==> src/rtl/tsyn_pkg.sv <==
package tsyn_pkg;

    typedef enum logic [2:0] {
        ST_IDLE,
        ST_ADDR,
        ST_ADDR_ACK,
        ST_WR,
        ST_WR_ACK,
        ST_RD,
        ST_RD_ACK
    } bus_state_e;

    // what the next completed write byte means
    typedef enum logic [1:0] {
        NX_STEER,
        NX_DIV_LO,
        NX_PORT
    } next_byte_e;

    localparam logic [4:0] DEV_PREFIX = 5'b11000;
    localparam logic [7:0] PORT_MASK  = 8'b1111_1001;

    function automatic logic addr_hit(input logic [7:0] a, input logic [1:0] alt);
        logic [1:0] sub;
        sub = a[2:1];
        return (a[7:3] == DEV_PREFIX) && ((sub == 2'b00) || (sub == alt));
    endfunction

endpackage

==> src/rtl/tsyn_sync.sv <==
module tsyn_sync #(
    parameter int          WIDTH   = 2,
    parameter int          STAGES  = 2,
    parameter logic [WIDTH-1:0] RST_VAL = '1
) (
    input  logic             clk,
    input  logic             rst_n,
    input  logic [WIDTH-1:0] async_d,
    output logic [WIDTH-1:0] sync_q
);
    logic [WIDTH-1:0] pipe_q [STAGES];

    always_ff @(posedge clk or negedge rst_n) begin
        if (!rst_n) begin
            for (int i = 0; i < STAGES; i++) pipe_q[i] <= RST_VAL;
        end else begin
            pipe_q[0] <= async_d;
            for (int i = 1; i < STAGES; i++) pipe_q[i] <= pipe_q[i-1];
        end
    end

    assign sync_q = pipe_q[STAGES-1];
endmodule

==> src/rtl/tsyn_bus_cond.sv <==
module tsyn_bus_cond (
    input  logic clk,
    input  logic rst_n,
    input  logic scl_s,
    input  logic sda_s,
    output logic scl_rise,
    output logic scl_fall,
    output logic start_det,
    output logic stop_det
);
    typedef struct packed {
        logic scl;
        logic sda;
    } prev_t;

    prev_t prev_d, prev_q;

    always_comb begin
        prev_d     = prev_q;
        prev_d.scl = scl_s;
        prev_d.sda = sda_s;
    end

    always_ff @(posedge clk or negedge rst_n) begin
        if (!rst_n) prev_q <= '{scl: 1'b1, sda: 1'b1};
        else        prev_q <= prev_d;
    end

    assign scl_rise  = scl_s & ~prev_q.scl;
    assign scl_fall  = ~scl_s & prev_q.scl;
    assign start_det = scl_s & prev_q.scl & prev_q.sda & ~sda_s;
    assign stop_det  = scl_s & prev_q.scl & ~prev_q.sda & sda_s;
endmodule

==> src/rtl/tuner_synth_ctl.sv <==
module tuner_synth_ctl
    import tsyn_pkg::*;
#(
    parameter int RATIO_W     = 15,
    parameter int SYNC_STAGES = 2
) (
    input  logic               clk,
    input  logic               rst_n,
    input  logic               scl_i,
    input  logic               sda_i,
    output logic               sda_drive_low_o,
    input  logic [1:0]         alt_sub_i,
    input  logic               lock_i,
    input  logic [2:0]         port_in_i,
    input  logic [2:0]         adc_code_i,
    output logic [RATIO_W-1:0] ratio_o,
    output logic               cp_o,
    output logic               t1_o,
    output logic               t0_o,
    output logic               os_o,
    output logic [7:0]         port_o
);
    localparam int HI_W = RATIO_W - 8;

    typedef struct packed {
        bus_state_e         st;
        logic [2:0]         cnt;
        logic               got8;
        logic [7:0]         sh;
        logic [7:0]         tx;
        logic               drv;
        logic               rw;
        logic               rd_sess;
        logic               mack;
        next_byte_e         nx;
        logic [HI_W-1:0]    hi_stage;
        logic [RATIO_W-1:0] ratio;
        logic               cp;
        logic               t1;
        logic               t0;
        logic               os;
        logic [7:0]         port;
        logic               por;
    } ctl_t;

    logic [1:0] lines_s;
    logic scl_s, sda_s;
    logic scl_rise, scl_fall, start_det, stop_det;
    logic por_flag;
    logic [7:0] byte_in;
    logic [7:0] status;

    ctl_t q, d;

    tsyn_sync #(.WIDTH(2), .STAGES(SYNC_STAGES), .RST_VAL(2'b11)) i_sync (
        .clk     (clk),
        .rst_n   (rst_n),
        .async_d ({scl_i, sda_i}),
        .sync_q  (lines_s)
    );
    assign scl_s = lines_s[1];
    assign sda_s = lines_s[0];

    tsyn_bus_cond i_cond (
        .clk       (clk),
        .rst_n     (rst_n),
        .scl_s     (scl_s),
        .sda_s     (sda_s),
        .scl_rise  (scl_rise),
        .scl_fall  (scl_fall),
        .start_det (start_det),
        .stop_det  (stop_det)
    );

    assign byte_in = {q.sh[6:0], sda_s};
    assign status  = {q.por, lock_i, port_in_i, adc_code_i};

    always_comb begin
        d = q;
        if (stop_det) begin
            d.st   = ST_IDLE;
            d.drv  = 1'b0;
            d.got8 = 1'b0;
            if (q.rd_sess) d.por = 1'b0;
            d.rd_sess = 1'b0;
        end else if (start_det) begin
            d.st   = ST_ADDR;
            d.cnt  = '0;
            d.got8 = 1'b0;
            d.drv  = 1'b0;
            d.nx   = NX_STEER;
        end else begin
            unique case (q.st)
                ST_ADDR: begin
                    if (scl_rise) begin
                        d.sh  = byte_in;
                        d.cnt = q.cnt + 3'd1;
                        if (q.cnt == 3'd7) d.got8 = 1'b1;
                    end else if (scl_fall && q.got8) begin
                        d.got8 = 1'b0;
                        if (addr_hit(q.sh, alt_sub_i)) begin
                            d.drv = 1'b1;
                            d.rw  = q.sh[0];
                            d.st  = ST_ADDR_ACK;
                        end else begin
                            d.st = ST_IDLE;
                        end
                    end
                end
                ST_ADDR_ACK: begin
                    if (scl_fall) begin
                        d.cnt = '0;
                        if (q.rw) begin
                            d.tx      = status;
                            d.drv     = ~status[7];
                            d.st      = ST_RD;
                            d.rd_sess = 1'b1;
                        end else begin
                            d.drv = 1'b0;
                            d.st  = ST_WR;
                        end
                    end
                end
                ST_WR: begin
                    if (scl_rise) begin
                        d.sh  = byte_in;
                        d.cnt = q.cnt + 3'd1;
                        if (q.cnt == 3'd7) begin
                            d.got8 = 1'b1;
                            unique case (q.nx)
                                NX_DIV_LO: begin
                                    d.ratio = {q.hi_stage, byte_in};
                                    d.nx    = NX_STEER;
                                end
                                NX_PORT: begin
                                    d.port = byte_in & PORT_MASK;
                                    d.nx   = NX_STEER;
                                end
                                default: begin
                                    if (!byte_in[7]) begin
                                        d.hi_stage = byte_in[HI_W-1:0];
                                        d.nx       = NX_DIV_LO;
                                    end else begin
                                        d.cp = byte_in[6];
                                        d.t1 = byte_in[5];
                                        d.t0 = byte_in[4];
                                        d.os = byte_in[0];
                                        d.nx = NX_PORT;
                                    end
                                end
                            endcase
                        end
                    end else if (scl_fall && q.got8) begin
                        d.got8 = 1'b0;
                        d.drv  = 1'b1;
                        d.st   = ST_WR_ACK;
                    end
                end
                ST_WR_ACK: begin
                    if (scl_fall) begin
                        d.drv = 1'b0;
                        d.cnt = '0;
                        d.st  = ST_WR;
                    end
                end
                ST_RD: begin
                    if (scl_rise) begin
                        d.cnt = q.cnt + 3'd1;
                        if (q.cnt == 3'd7) d.got8 = 1'b1;
                    end else if (scl_fall) begin
                        if (q.got8) begin
                            d.got8 = 1'b0;
                            d.drv  = 1'b0;
                            d.st   = ST_RD_ACK;
                        end else begin
                            d.tx  = {q.tx[6:0], 1'b0};
                            d.drv = ~q.tx[6];
                        end
                    end
                end
                ST_RD_ACK: begin
                    if (scl_rise) begin
                        d.mack = ~sda_s;
                    end else if (scl_fall) begin
                        if (q.mack) begin
                            d.tx  = status;
                            d.drv = ~status[7];
                            d.cnt = '0;
                            d.st  = ST_RD;
                        end else begin
                            d.drv = 1'b0;
                            d.st  = ST_IDLE;
                        end
                    end
                end
                default: ;
            endcase
        end
    end

    always_ff @(posedge clk or negedge rst_n) begin
        if (!rst_n) begin
            q     <= '0;
            q.st  <= ST_IDLE;
            q.nx  <= NX_STEER;
            q.por <= 1'b1;
        end else begin
            q <= d;
        end
    end

    assign sda_drive_low_o = q.drv;
    assign ratio_o         = q.ratio;
    assign cp_o            = q.cp;
    assign t1_o            = q.t1;
    assign t0_o            = q.t0;
    assign os_o            = q.os;
    assign port_o          = q.port;
    assign por_flag        = q.por;
endmodule

==> config.mk <==
export PLATFORM = sky130hd
export DESIGN_NAME = tuner_synth_ctl
export DESIGN_NICKNAME = d
export VERILOG_FILES = /design/src/rtl/tsyn_pkg.sv /design/src/rtl/tsyn_sync.sv /design/src/rtl/tsyn_bus_cond.sv /design/src/rtl/tuner_synth_ctl.sv
export SDC_FILE = /design/constraint.sdc
export NUM_CORES = 1
export LEC_CHECK = 0
export ABC_AREA = 1
export BUFFER_PORTS_ARGS = -buffer_cell sky130_fd_sc_hd__buf_2
export CAP_MARGIN = 0
export CORE_ASPECT_RATIO = 2
export CORE_UTILIZATION = 57
export DETAILED_ROUTE_END_ITERATION = 8
export PLACE_DENSITY = 0.86
export SLEW_MARGIN = 20
export SYNTH_ARGS = -nofsm -noshare
export SYNTH_HDL_FRONTEND = slang
export SYNTH_SLANG_ARGS = --single-unit
export TNS_END_PERCENT = 50
==> constraint.sdc <==
create_clock -name clk -period 2.3 [get_ports clk]
set_input_delay 0.46 -clock clk [delete_from_list [all_inputs] [get_ports clk]]
set_output_delay 0.46 -clock clk [all_outputs]
set_load 0.01 [all_outputs]
==> results.md <==
* RSZ-0062 raised after global routing: false
* Resize count post-CTS at 0
* Outcome: complete, but fails checks
* Chip Width at between 50 and 60 µm
* Slew @ Worst Pin at approximately 0.61 ns
* Leak Pwr at around 0.0021 µW
* Post-Synthesis Cells at between 400 and 500
* Clock root buffer: clkbuf_16
* Fin nets at around 460
* CP Data Required Time at around 2.5 ns
* Largest net degree at the start of global routing at between 40 and 50
* Setup Fix Bufs, Post-CTS at 0
* GPL Wtd Cong at approximately 1
* I/O pin count at 41
* I/O Buffers at 38
* Floorplan row count at 40
* CTS H-Tree Depth at 3
* Peak Freq at 0.528 GHz
* Switching power at about 1300 µW
* FF+latch count, synth at 67
* R2r setup slk at approximately 0.4 ns
* Antenna cell count at 0
* Pins Over Slew Limit at 0
* Final setup TNS at 0 ns
* Vias at around 2,800
* Failing checks: DRC
* Top cell type's share of synthesized area at 0.431
* Sw Ratio at 0.325
* GR Util All Layers at 0.271
* Worst vdd ir at around 0.55 mV
* # clock sinks at 67
* Initial Util at 0.585
* Height of the die at around 110 µm
* Setup WS post-layout at around 0.4 ns
* Dpl ws at about 0.43 ns
* Max-cap violations at 0
* Mean Syn Cell Area at around 8.3 µm²
* Overall Power at around 3900 µW
* Drt total wl at roughly 7700 µm
* Vias/cell at around 5.5
* Pwr per Cell Area at about 1000 nW/µm²
* Crit share post-route at 0.823
* Hold-fix buffers at CTS at 0
* Finish-stage setup viols at 0
* Area leader, netlist: dfrtp_1
* CP endpoint kind: register
* Rel. slew slack at 0.596
* Max Root-Sink Buffers at 2
* Post-synthesis sequential area ratio at 0.484
* Sequential Power Share at 0.381
* Post-DRT Antenna Nets at 0
* Main area contributors after synthesis: dfrtp_1 (43%), nand2_1 (16%), dfstp_2 (5.3%)
* Layout area overhead at 11.6%
* Wire length per cell at 15.0 µm
* DR pass1 iterations at 7
* CP Class: register to register
* Worst r2r path cells at 8
* Yosys cell types at 31
* Arrival time at the worst endpoint at ~2.1 ns
* Clk_lat worst skew at roughly 0.33 ns
* CTS tree: done
* Core box area at between 5000 and 6000 µm²
* Worst-path fanout max at 17
* Fin. Hold Viols at 0
* Combinational share of power at 0.235
* Synth warn at 0
* Clock power frac at 0.383
* Worst-path clk slew at 0.05 ns
* Min Clock Period, post-route at approximately 1.9 ns
* Capturing point of the worst reg2reg path: q[34]$_DFFE_PN0P_
* Finished Core Util at 0.653
* Crit path launch type: register
* DR DRC count at 4
* Die area at around 6400 µm²
* Internal Dissipation at approximately 2600 µW
* Num CTS Buffers at 9
* Initial antenna violation count at 0
* Worst Hold Class: input port to async pin
* Clock Skew at around 0.0064 ns
* Post-Place Cells at slightly below 500
* Layout cells sized above 1 at 0.226
* First-pass GRT wire length at 12,800 µm
* Post-DP HPWL at 5420 µm
* Initial DRC Count at between 150 and 200
* Total grt overflow at 0
* Reg-to-Reg Start: q[63]$_DFFE_PN0P_
* Vias in the first global route at about 2,700
* Fin cells at between 500 and 600
* Cell area after synthesis at ~3500 µm²
==> per-layer routing <==
metal / track usage / part of all wire
met1: 0.276 / 0.35
met2: 0.467 / 0.55
met3: 0.0634 / 0.043
met4: 0.198 / 0.060
met5: 0 / 0
==> through the flow <==
step / area [µm²] / hold slack [ns]
final: 3890 / 0.133
after global routing: 3890 / 0.185
after CTS: 3890 / 0.135
after detailed placement: 3560 / 0.348
after global placement: 3560 / 0.348
after floorplan: 3490 / 0.164
==> layout make-up <==
type / count / area, µm²
Clock inverter: 4 / 72.6
Multi-Input combinational cell: 279 / 1400
Fill cell: 488 / 2070
Inverter: 43 / 163
Clock buffer: 12 / 256
Tap cell: 63 / 78.8
Timing Repair Buffer: 42 / 233
Sequential cell: 67 / 1690
==> worst max path at each step <==
stage / depth (start not counted) / to / slack [ns] / start
after floorplan: 8 / ratio_o[7]$_DFFE_PN0P_ / 0.75 / i_sync.sync_q[1]$_DFF_PN1_
after global placement: 7 / q[29]$_DFFE_PN0P_ / 0.56 / i_sync.sync_q[1]$_DFF_PN1_
after detailed placement: 7 / q[30]$_DFFE_PN0P_ / 0.43 / i_sync.sync_q[1]$_DFF_PN1_
after CTS: 7 / q[34]$_DFFE_PN0P_ / 0.40 / i_sync.sync_q[1]$_DFF_PN1_
after global routing: 8 / q[34]$_DFFE_PN0P_ / 0.25 / q[63]$_DFFE_PN0P_
final: 8 / q[34]$_DFFE_PN0P_ / 0.41 / q[63]$_DFFE_PN0P_
==> cell families after synthesis <==
family | synth area share
compound gates | 0.103
fa+ha+maj | 0.0144
buf+inv | 0.115
flops | 0.484
other cells | 0.00108
simple gates | 0.282
==> worst max-delay path: stages, from the launching register on <==
cell,delay [ns]
dfrtp_1,0.48
clkinv_2,0.13
nand2_2,0.11
nor2_8,0.22
nand2_4,0.10
nor2_8,0.15
nand4_4,0.28
nand2_1,0.22
o21ai_2,0.07
==> power by group through the flow <==
stage | Sequential [µW] | Combinational, µW | Clock, µW
global placement | 1500 | 868 | 0
floorplan | 1460 | 704 | 0
finish | 1490 | 921 | 1500
detailed placement | 1510 | 889 | 0
global route | 1510 | 1050 | 1560
CTS | 1490 | 902 | 1520
==> flip-flops by register name, summed over array words and instances (netlist names), 2 cells and up <==
register	flops
q	27
byte_in	7
port_o	6
ratio_o	15
i_cond.prev_q	2
i_sync.sync_q	2
i_sync.pipe_q	2
==> cells in the final DEF, fill, tap and decap left out, types with 3 or more instances in the layout <==
| cell type | count |
|---|---|
| nand2_1 | 145 |
| buf_2 | 38 |
| buf_4 | 3 |
| nand4_1 | 3 |
| dfstp_2 | 7 |
| a21oi_1 | 5 |
| o21ai_1 | 16 |
| nor2_1 | 21 |
| o21ai_0 | 24 |
| inv_1 | 39 |
| inv_2 | 3 |
| ha_1 | 4 |
| clkbuf_16 | 9 |
| nand2_2 | 5 |
| nand2_4 | 4 |
| nand3_2 | 3 |
| o21ai_2 | 13 |
| dfrtp_1 | 60 |
| nand3_1 | 21 |
==> cells in the mapped netlist (all sizes together) <==
master and n:
a31oi 1, nand2 154, nand4 5, o21a 1, inv 42, buf 30, nand3 24, conb 1
nor2 27, a21oi 5, nand3b 1, nor3 1, a21boi 1, o21ai 53, ha 4, dfrtp 60
clkbuf 1, clkinv 1, dfstp 7
(Power assumes the default switching activity.)
